===== src/rtl/i2c_reg_pkg.sv =====
package i2c_reg_pkg;

  localparam int BYTE_W = 8;

  typedef enum logic [2:0] {
    ST_IDLE,
    ST_ADDR,
    ST_WORD,
    ST_WRITE,
    ST_READ,
    ST_SKIP
  } busState_t;

  typedef struct packed {
    logic ptrClr;
    logic ptrLoad;
    logic ptrInc;
    logic shiftIn;
    logic shiftOut;
    logic txLoad;
    logic regWrite;
  } dpCmd_t;

endpackage


===== src/rtl/i2c_line_filter.sv =====
module i2c_line_filter #(
  parameter int SYNC_STAGES = 2,
  parameter int VOTE_LEN    = 3
) (
  input  logic clk,
  input  logic rstN,
  input  logic lineIn,
  output logic lineOut
);

  localparam int CW   = $clog2(VOTE_LEN + 1);
  localparam int HALF = VOTE_LEN / 2;

  logic [SYNC_STAGES-1:0] syncQ;
  logic [VOTE_LEN-1:0]    winQ;
  logic [CW-1:0]          ones;

  always_comb begin
    ones = '0;
    for (int i = 0; i < VOTE_LEN; i++) ones = ones + CW'(winQ[i]);
  end

  always_ff @(posedge clk or negedge rstN) begin
    if (!rstN) begin
      syncQ   <= '1;
      winQ    <= '1;
      lineOut <= 1'b1;
    end else begin
      syncQ   <= {syncQ[SYNC_STAGES-2:0], lineIn};
      winQ    <= {winQ[VOTE_LEN-2:0], syncQ[SYNC_STAGES-1]};
      lineOut <= (ones > CW'(HALF));
    end
  end

endmodule


===== src/rtl/i2c_reg_dpath.sv =====
module i2c_reg_dpath
  import i2c_reg_pkg::*;
#(
  parameter int ADDR_W = 3
) (
  input  logic              clk,
  input  logic              rstN,
  input  dpCmd_t            cmd,
  input  logic              sdaBit,
  input  logic [BYTE_W-1:0] regRdData,
  output logic [BYTE_W-1:0] shiftByte,
  output logic              txBit,
  output logic [ADDR_W-1:0] regAddr,
  output logic              regWrEn,
  output logic              regRdEn,
  output logic [BYTE_W-1:0] regWrData
);

  logic [ADDR_W-1:0] ptrQ;
  logic [BYTE_W-1:0] shiftQ;

  always_ff @(posedge clk or negedge rstN) begin
    if (!rstN) begin
      ptrQ <= '0;
    end else if (cmd.ptrClr) begin
      ptrQ <= '0;
    end else if (cmd.ptrLoad) begin
      ptrQ <= shiftQ[ADDR_W-1:0];
    end else if (cmd.ptrInc) begin
      ptrQ <= ptrQ + 1'b1;
    end
  end

  always_ff @(posedge clk or negedge rstN) begin
    if (!rstN) begin
      shiftQ <= '1;
    end else if (cmd.txLoad) begin
      shiftQ <= regRdData;
    end else if (cmd.shiftIn) begin
      shiftQ <= {shiftQ[BYTE_W-2:0], sdaBit};
    end else if (cmd.shiftOut) begin
      shiftQ <= {shiftQ[BYTE_W-2:0], 1'b1};
    end
  end

  assign shiftByte = shiftQ;
  assign txBit     = shiftQ[BYTE_W-1];
  assign regAddr   = ptrQ;
  assign regWrEn   = cmd.regWrite;
  assign regRdEn   = cmd.txLoad;
  assign regWrData = shiftQ;

endmodule


===== src/rtl/i2c_reg_ctrl.sv =====
module i2c_reg_ctrl
  import i2c_reg_pkg::*;
#(
  parameter logic [6:0] DEV_ADDR = 7'h68
) (
  input  logic              clk,
  input  logic              rstN,
  input  logic              pwrFail,
  input  logic              sclF,
  input  logic              sdaF,
  input  logic              txBit,
  input  logic [BYTE_W-1:0] rxByte,
  output dpCmd_t            cmd,
  output logic              sdaDriveLow
);

  localparam logic [3:0] LAST = 4'(BYTE_W);

  busState_t stQ, stD;
  logic [3:0] bitQ, bitD;
  logic ackQ, ackD, rwQ, rwD, mAckQ, mAckD;
  logic sclPrev, sdaPrev;
  logic sclRise, sclFall, startDet, stopDet, rxState;

  assign sclRise  = sclF & ~sclPrev;
  assign sclFall  = ~sclF & sclPrev;
  assign startDet = sclF & sclPrev & sdaPrev & ~sdaF;
  assign stopDet  = sclF & sclPrev & ~sdaPrev & sdaF;
  assign rxState  = (stQ == ST_ADDR) || (stQ == ST_WORD) || (stQ == ST_WRITE);

  always_comb begin
    stD   = stQ;
    bitD  = bitQ;
    ackD  = ackQ;
    rwD   = rwQ;
    mAckD = mAckQ;
    cmd   = '0;
    if (pwrFail) begin
      stD        = ST_IDLE;
      bitD       = '0;
      ackD       = 1'b0;
      cmd.ptrClr = 1'b1;
    end else if (startDet) begin
      stD  = ST_ADDR;
      bitD = '0;
      ackD = 1'b0;
    end else if (stopDet) begin
      stD  = ST_IDLE;
      bitD = '0;
      ackD = 1'b0;
    end else if (rxState) begin
      if (sclRise && !ackQ && bitQ != LAST) begin
        cmd.shiftIn = 1'b1;
        bitD        = bitQ + 1'b1;
      end else if (sclFall && !ackQ && bitQ == LAST) begin
        ackD = 1'b1;
        case (stQ)
          ST_ADDR: begin
            if (rxByte[BYTE_W-1:1] == DEV_ADDR) begin
              rwD = rxByte[0];
            end else begin
              ackD = 1'b0;
              stD  = ST_SKIP;
            end
          end
          ST_WORD: cmd.ptrLoad = 1'b1;
          default: begin
            cmd.regWrite = 1'b1;
            cmd.ptrInc   = 1'b1;
          end
        endcase
      end else if (sclFall && ackQ) begin
        ackD = 1'b0;
        bitD = '0;
        if (stQ == ST_ADDR) begin
          if (rwQ) begin
            stD        = ST_READ;
            cmd.txLoad = 1'b1;
          end else begin
            stD = ST_WORD;
          end
        end else begin
          stD = ST_WRITE;
        end
      end
    end else if (stQ == ST_READ) begin
      if (sclRise) begin
        if (!ackQ) begin
          if (bitQ != LAST) bitD = bitQ + 1'b1;
        end else begin
          mAckD      = ~sdaF;
          cmd.ptrInc = ~sdaF;
        end
      end else if (sclFall) begin
        if (!ackQ) begin
          if (bitQ == LAST) ackD = 1'b1;
          else cmd.shiftOut = 1'b1;
        end else begin
          ackD = 1'b0;
          bitD = '0;
          if (mAckQ) cmd.txLoad = 1'b1;
          else stD = ST_SKIP;
        end
      end
    end
  end

  always_ff @(posedge clk or negedge rstN) begin
    if (!rstN) begin
      stQ     <= ST_IDLE;
      bitQ    <= '0;
      ackQ    <= 1'b0;
      rwQ     <= 1'b0;
      mAckQ   <= 1'b0;
      sclPrev <= 1'b1;
      sdaPrev <= 1'b1;
    end else begin
      stQ     <= stD;
      bitQ    <= bitD;
      ackQ    <= ackD;
      rwQ     <= rwD;
      mAckQ   <= mAckD;
      sclPrev <= sclF;
      sdaPrev <= sdaF;
    end
  end

  assign sdaDriveLow = (rxState && ackQ) || (stQ == ST_READ && !ackQ && !txBit);

endmodule


===== src/rtl/i2c_reg_target.sv =====
module i2c_reg_target
  import i2c_reg_pkg::*;
#(
  parameter logic [6:0] DEV_ADDR    = 7'h68,
  parameter int         ADDR_W      = 3,
  parameter int         SYNC_STAGES = 2,
  parameter int         VOTE_LEN    = 3
) (
  input  logic              clk,
  input  logic              rstN,
  input  logic              pwrFail,
  input  logic              sclIn,
  input  logic              sdaIn,
  output logic              sdaDriveLow,
  output logic [ADDR_W-1:0] regAddr,
  output logic              regWrEn,
  output logic [BYTE_W-1:0] regWrData,
  output logic              regRdEn,
  input  logic [BYTE_W-1:0] regRdData
);

  localparam int NLINES = 2;

  logic [NLINES-1:0] rawLines, cleanLines;
  dpCmd_t            cmd;
  logic [BYTE_W-1:0] shiftByte;
  logic              txBit;

  assign rawLines = {sdaIn, sclIn};

  for (genvar g = 0; g < NLINES; g++) begin : gFilt
    i2c_line_filter #(
      .SYNC_STAGES(SYNC_STAGES),
      .VOTE_LEN   (VOTE_LEN)
    ) uFilt (
      .clk    (clk),
      .rstN   (rstN),
      .lineIn (rawLines[g]),
      .lineOut(cleanLines[g])
    );
  end

  i2c_reg_ctrl #(
    .DEV_ADDR(DEV_ADDR)
  ) uCtrl (
    .clk        (clk),
    .rstN       (rstN),
    .pwrFail    (pwrFail),
    .sclF       (cleanLines[0]),
    .sdaF       (cleanLines[1]),
    .txBit      (txBit),
    .rxByte     (shiftByte),
    .cmd        (cmd),
    .sdaDriveLow(sdaDriveLow)
  );

  i2c_reg_dpath #(
    .ADDR_W(ADDR_W)
  ) uDpath (
    .clk      (clk),
    .rstN     (rstN),
    .cmd      (cmd),
    .sdaBit   (cleanLines[1]),
    .regRdData(regRdData),
    .shiftByte(shiftByte),
    .txBit    (txBit),
    .regAddr  (regAddr),
    .regWrEn  (regWrEn),
    .regRdEn  (regRdEn),
    .regWrData(regWrData)
  );

endmodule


===== config.mk =====
export PLATFORM = sky130hd
export DESIGN_NAME = i2c_reg_target
export DESIGN_NICKNAME = d
export VERILOG_FILES = /design/src/rtl/i2c_reg_pkg.sv /design/src/rtl/i2c_line_filter.sv /design/src/rtl/i2c_reg_dpath.sv /design/src/rtl/i2c_reg_ctrl.sv /design/src/rtl/i2c_reg_target.sv
export SDC_FILE = /design/constraint.sdc
export NUM_CORES = 1
export LEC_CHECK = 0
export ABC_AREA = 1
export ABC_CLOCK_PERIOD_IN_PS = 4200
export CAP_MARGIN = 30
export CORE_MARGIN = 3
export CORE_UTILIZATION = 68
export DETAILED_ROUTE_END_ITERATION = 12
export DONT_BUFFER_PORTS = 1
export GPL_ROUTABILITY_DRIVEN = 0
export GPL_TIMING_DRIVEN = 0
export PLACE_DENSITY = 0.84
export SYNTH_ARGS = -nofsm -noshare
export SYNTH_HDL_FRONTEND = slang
export SYNTH_HIERARCHICAL = 1
export SYNTH_SLANG_ARGS = --single-unit

===== constraint.sdc =====
create_clock -name clk -period 4.2 [get_ports clk]
set_input_delay 0.21 -clock clk [delete_from_list [all_inputs] [get_ports clk]]
set_output_delay 0.21 -clock clk [all_outputs]
set_load 0.02 [all_outputs]

# --- Word level (Yosys, flattened, before mapping) ---
# Cells that the tools add are included.
totals:
  latch_bits: 0
  ff_bits: 35
  out_inout_bits: 14
  mem_count: 0
  input_bits: 13
  ram_bits: 0
  mem_bits_ro: 0
classes:
  n_div: 0
  n_eq_ne: 17
  bitwise: 16
  mux: 80
  multipliers: 0
  shift: 0
  reduce_logical: 26
  addsub: 6
  order_cmp: 2
op_table:
  columns: ["op", "count"]
  rows:
  - ["3-bit two-way mux", 19]
  - ["4-bit two-way mux", 13]
  - ["1-bit two-way mux", 36]
  - ["6-bit by 4-bit inequality test with 1-bit output (second input constant)", 5]
  - ["8-bit two-way mux", 3]
  - ["6-bit two-way mux", 3]
  - ["5-bit nonzero test", 3]
  - ["7-bit AND reduction", 2]
  - ["2-bit two-way mux", 6]
  - ["6-bit inequality test (second input constant)", 2]
  - ["6-bit nonzero test", 2]
  - ["5-bit inequality test (second input constant)", 2]
  - ["1-bit inverter", 9]
  - ["9-bit AND reduction", 1]
  - ["1-bit logical AND", 8]
  - ["8-bit AND reduction", 1]
  - ["1-bit bitwise AND", 7]
  - ["7-bit equality test (second input constant)", 1]
  - ["3-bit by 2-bit equality test with 1-bit output (second input constant)", 2]
  - ["3-bit nonzero test", 2]
  - ["5-bit by 3-bit inequality test with 1-bit output (second input constant)", 1]
  - ["5-bit AND reduction", 1]
  - ["1-bit by 1-bit adder with 2-bit output", 2]
  - ["2-bit by 1-bit adder with 2-bit output", 2]
  - ["other kinds (10)", 14]

# --- Depth between registers and ports, before layout ---
logic_depth:
  depth_word: 13
  depth_mapped: 13

# --- Modules after synthesis ---
# The synthesis kept the hierarchy.
by_module_without_submodules:
  columns: ["module", "area_each_um2", "seq_area_each_um2", "n_inst", "cells_each"]
  rows:
  - ["i2c_reg_ctrl", 964.7, 302.8, 1, 149]
  - ["i2c_reg_dpath", 759.5, 285.3, 1, 98]
  - ["i2c_line_filter", 181.4, 157.7, 2, 10]

# --- Worst setup path after synthesis ---
# OpenSTA, ideal clock, no wires.
synth_path:
  path_kind: "reg2reg"
  from: "reg gFilt[1].uFilt.lineOut"
  to: "reg uDpath.ptrQ[2], in the netlist uDpath/regAddr[2]"
  t_arrival_ns: 1.958
  period_less_slack_ns: 2.075
  path_stages_with_launch: 14
  path_slack_ns: 2.125
  t_required_ns: 4.083
  path_cell_list: "dfstp_2 > inv_1 > nand2_1 > nor2_4 > nor2_4 > nand2_1 > inv_1 > nand2_1 > nor4_1 > inv_1 > nor2_1 > nor2_1 > nand2_1 > nand2_1"
synth_lines:
  columns: ["item", "line_no", "text"]
  rows:
  - ["from (decl)", "i2c_line_filter.sv:8", "output logic lineOut"]
  - ["from (signal assigned)", "i2c_line_filter.sv:31", "lineOut <= (ones > CW'(HALF));"]
  - ["to (signal assigned)", "i2c_reg_dpath.sv:28", "ptrQ <= shiftQ[ADDR_W-1:0];"]
  - ["to (signal assigned)", "i2c_reg_dpath.sv:30", "ptrQ <= ptrQ + 1'b1;"]
  - ["to (decl)", "i2c_reg_dpath.sv:19", "logic [ADDR_W-1:0] ptrQ;"]

==> results_tabular.tex <==
\begin{tabular}{lr}
\hline
Metric & Value \\
\hline
\multicolumn{2}{l}{\textbf{STA}} \\
\quad Setup TNS & 0 ns \\
\quad Post-route clock period utilization & 63.42\% \\
\quad Relative slew margins & 55.68\% \\
\quad Final hold slack & 0.05007 ns \\
\quad Worst-Margin Slew & 0.6648 ns \\
\quad Number of failing setup endpoints in the final timing report & 0 \\
\quad Highest clock frequency the design can meet & 375.4 MHz \\
\quad Number of slew-limit violations in the final report & 0 \\
\quad RSZ-0062 raised after global routing & false \\
\quad Number of failing hold endpoints at the final stage & 0 \\
\quad Final clock skew & 0.006203 ns \\
\quad Minimum setup slack in the final design & 1.536 ns \\
\quad Crit path time final & 2.664 ns \\
\multicolumn{2}{l}{\textbf{CTS}} \\
\quad Worst-skew pair later-pin latency & 0.35 ns \\
\quad Sinks on the clock net & 35 \\
\quad CTS H-tree lvls & 2 \\
\quad TritonCTS clock tree & built \\
\quad Number of cells upsized or downsized after cts & 0 \\
\quad Clock edge transition at the registers on the reported setup and hold paths & 0.12 ns \\
\quad Buffer levels on the longest clock path & 2 \\
\quad Number of buffers created by CTS & 5 \\
\quad Root Buffer Master & sky130\_fd\_sc\_hd\_\_clkbuf\_4 \\
\multicolumn{2}{l}{\textbf{Finish}} \\
\quad Most frequent cells in the layout & 69 x sky130\_fd\_sc\_hd\_\_nand2\_1, 39 x sky130\_fd\_sc\_hd\_\_inv\_1, 23 x sky130\_fd\_sc\_hd\_\_nand3\_1 \\
\quad Fillers & 202 \\
\quad Commonest non-fill, non-tap cell in the layout & sky130\_fd\_sc\_hd\_\_nand2\_1 \\
\quad Count of nets after finishing & 296 \\
\quad Number of inserted diodes & 0 \\
\quad Share of final-layout standard cells stronger than drive strength 1 & 26.16\% \\
\quad Area Overhead vs Synth & 7.134\% \\
\multicolumn{2}{l}{\textbf{Drt}} \\
\quad Wirelength, routed & 3.852 mm \\
\quad Average routed wire per standard cell & 12.43 microns \\
\quad Average vias per placed instance & 5.365 \\
\quad Iteration-0 DRC count of the detailed router & 117 \\
\quad DRC Markers & 0 \\
\quad Via Count & 1663 \\
\quad Antenna violation net count after detailed routing & 0 \\
\quad Number of detailed-routing iterations run before antenna repair & 4 \\
\multicolumn{2}{l}{\textbf{Floorplanning}} \\
\quad Number of top-level design ports & 27 \\
\quad Row count & 19 \\
\quad Placeable core region & 2829 sq um \\
\quad Initial Util & 73.77\% \\
\quad Die W & 61.40 microns \\
\quad Total die area & 3770 sq um \\
\quad Die Y-Extent & 61.40 microns \\
\multicolumn{2}{l}{\textbf{Pwr}} \\
\quad Power per standard cell area & 493.0 nW/um\^{}2 \\
\quad LEAKAGE & 0.001088 uW \\
\quad Power dissipated by switching net loads & 444.6 uW \\
\quad Clk pwr share & 17.4\% \\
\quad Maximum vdd ir drop & 0.4261 mV \\
\quad Power share of the combinational group & 33.9\% \\
\quad Switching Share & 40.34\% \\
\quad Sequential group share of total power & 48.7\% \\
\quad Internal power & 657.7 uW \\
\multicolumn{2}{l}{\textbf{Global routing}} \\
\quad Vias in the first global route & 1457 \\
\quad Final global-route overflow total & 0 \\
\quad Total track usage & 23.24\% \\
\quad Largest net degree at the start of global routing & 36 \\
\quad Initial antenna violation count & 0 \\
\quad Wire length of the first global-routing pass & 6.444 mm \\
\multicolumn{2}{l}{\textbf{Placed design}} \\
\quad Pre-CTS setup slack & 1.795 ns \\
\quad PortBufs & 0 \\
\quad DP Wirelength & 2.895 mm \\
\multicolumn{2}{l}{\textbf{Synth}} \\
\quad Area fraction of the dominant cell type after synthesis & 27.70\% \\
\quad Main area contributors after synthesis & sky130\_fd\_sc\_hd\_\_dfstp\_2 28\%, sky130\_fd\_sc\_hd\_\_dfrtp\_1 16\%, sky130\_fd\_sc\_hd\_\_nand2\_1 12\% \\
\quad Post-Synth XOR/XNOR Area & 0.4197\% \\
\quad Area of the mapped netlist & 2087 sq um \\
\quad Register bit total from synthesis & 35 \\
\quad Sequential cell area fraction in the yosys report & 43.29\% \\
\quad Area leader, netlist & sky130\_fd\_sc\_hd\_\_dfstp\_2 \\
\quad Synth Area in Compound Gates & 8.034\% \\
\quad Library cells used by synthesis & 27 \\
\quad Number of nets produced by synthesis & 285 \\
\quad Post-synth ARST share & 100.0\% \\
\quad Syn. warnings & 6 \\
\quad Count of flip-flops with a built-in enable after synthesis & 0 \\
\quad Synthesized instance count & 267 \\
\quad Most used flip-flop cell after synthesis & sky130\_fd\_sc\_hd\_\_dfstp\_2 \\
\quad Share of synthesized cell area in full adder, half adder and majority cells & 2.998\% \\
\quad Dominant combinational cell family by area after synthesis & simple AND/OR/NAND/NOR gates \\
\quad Mean area per synthesized cell & 7.816 sq um \\
\quad Basic-gate share of the synthesized area counting and, or, nand and nor cells & 32.25\% \\
\quad Post-synthesis mux area share & 0\% \\
\multicolumn{2}{l}{\textbf{Worst setup path}} \\
\quad Worst EP required & 3.99 ns \\
\quad Category of the most critical setup path & reg -> out \\
\quad Critical path fanouts, max & 7 \\
\quad Worst Setup Start Kind & flop \\
\quad Arrival time of the worst setup path & 2.45 ns \\
\quad Slowest stage cell, crit path & sky130\_fd\_sc\_hd\_\_a21oi\_1 \\
\quad Crit end category & output pin \\
\quad Cell Chain, Critical Path & inv\_1 -> ha\_1 -> nand2\_1 -> nor2\_1 -> nor2\_1 -> nand2\_1 -> nand3\_1 -> a21oi\_1 -> buf\_4 \\
\quad Largest stage delay on the critical path & 0.54 ns \\
\multicolumn{2}{l}{\textbf{Outcome}} \\
\quad Outcome & finished, final reports clean \\
\multicolumn{2}{l}{\textbf{Job}} \\
\quad Number of max-cap violations & 0 \\
\multicolumn{2}{l}{\textbf{Hold path}} \\
\quad Kind of path behind the tightest hold check & in -> reg \\
\hline
\end{tabular}
==> stage by stage <==
stage | util, % | power [uW] | std cells | area, sq um
2_1_floorplan | - | 837.1 | 267 | 2087
3_3_place_gp | 75.14 | 891.5 | 298 | 2126
3_5_place_dp | 75.14 | 903.6 | 298 | 2126
4_1_cts | 79.04 | 1108 | 310 | 2236
5_1_grt | 79.04 | 1184 | 310 | 2236
6_report | 79.04 | 1102 | 310 | 2236
==> critical path, delay by kind of cell, from the launching register on <==
kind	cells	cell delay, ns
compound gates	1	0.54
fa+ha+maj	1	0.18
flops	1	0.43
buf+inv	2	0.36
simple gates	5	0.60
==> state kept, by name, indices dropped and copies added, names as in the netlist <==
name                 flops
uCtrl/bitQ               4
gFilt.uFilt/lineOut      2
gFilt.uFilt/syncQ        4
uCtrl/stQ                3
uCtrl/ackQ               1
uDpath/regAddr           3
uDpath/regWrData         8
gFilt.uFilt/winQ         6
uCtrl/sclPrev            1
uCtrl/mAckQ              1
uCtrl/rwQ                1
uCtrl/sdaPrev            1
==> final timing paths <==
path | from | to | slack, ns | cells after the start
hold reg to reg | gFilt[0].uFilt/syncQ[0]$_DFF_PN1_ | gFilt[0].uFilt/syncQ[1]$_DFF_PN1_ | 0.37 | 0
hold / removal | pwrFail | uCtrl/stQ[0]$_DFFE_PN0P_ | 0.05 | 3
setup / recovery | uCtrl/bitQ[0]$_DFFE_PN0P_ | regRdEn | 1.54 | 9
min in group asynchronous | rstN | uCtrl/bitQ[0]$_DFFE_PN0P_ | 0.28 | 2
max in group asynchronous | rstN | uCtrl/sdaPrev$_DFF_PN1_ | 3.66 | 2
setup reg to reg | uCtrl/bitQ[0]$_DFFE_PN0P_ | uDpath/regWrData[6]$_DFFE_PN1P_ | 1.74 | 13
==> power groups by stage <==
stage	Combinational [uW]	Sequential [uW]	Clock, uW
2_1_floorplan	313	524	0
6_report	373	536	192
3_5_place_dp	362	542	0
5_1_grt	419	546	219
4_1_cts	373	537	198
3_3_place_gp	350	541	0
==> cell usage after synthesis, types with 2 or more instances <==
cell                       number
sky130_fd_sc_hd__nand4_1        3
sky130_fd_sc_hd__dfstp_2       22
sky130_fd_sc_hd__o21ai_1        3
sky130_fd_sc_hd__inv_1         39
sky130_fd_sc_hd__nand2_1       69
sky130_fd_sc_hd__nand3_1       23
sky130_fd_sc_hd__a21oi_1        3
sky130_fd_sc_hd__buf_4         13
sky130_fd_sc_hd__nor2_1        22
sky130_fd_sc_hd__o21ai_0       14
sky130_fd_sc_hd__nand2_4        2
sky130_fd_sc_hd__dfrtp_1       13
sky130_fd_sc_hd__nor2_2         6
sky130_fd_sc_hd__nor4_1         3
sky130_fd_sc_hd__o21ai_2        6
sky130_fd_sc_hd__nand3b_1       2
sky130_fd_sc_hd__inv_2          2
sky130_fd_sc_hd__ha_1           5
sky130_fd_sc_hd__nand2_2        6
sky130_fd_sc_hd__nor2_4         4
==> cell families (layout without fill, tap and decap cells) <==
| group | Yosys count | count (layout) |
|---|---|---|
| DFF | 35 | 35 |
| buffers and inverters | 55 | 67 |
| and+or+nand+nor | 143 | 143 |
| xor gates and xnor gates | 1 | 1 |
| adders and majority gates | 5 | 5 |
| AOI/OAI and AO/OA | 28 | 28 |
==> metal layers <==
metal  GRT usage (%)  up-vias  wire [microns]
li1                -      852               -
met1           32.00      758            1747
met2           35.20       47            1827
met3           7.338        6             226
met4           7.273        0              51
met5               0        -               0
==> layout make-up <==
cell class / count / area (sq um) / share of cell area [%]
buffer: 14 / 117.6 / 5.260
clock buffer: 5 / 37.54 / 1.679
clock inverter: 3 / 22.52 / 1.007
inverter: 41 / 153.9 / 6.883
multi-input combinational: 177 / 912.1 / 40.79
sequential: 35 / 903.4 / 40.40
tap: 31 / 38.79 / 1.735
timing repair buffer: 4 / 50.05 / 2.238
==> timing repair <==
action	in CTS	in global routing
endpoints found under the hold margin	37	0
hold buffers	4	0
buffers inserted	0	0
Note: power is estimated with default switching activity, not from simulation.
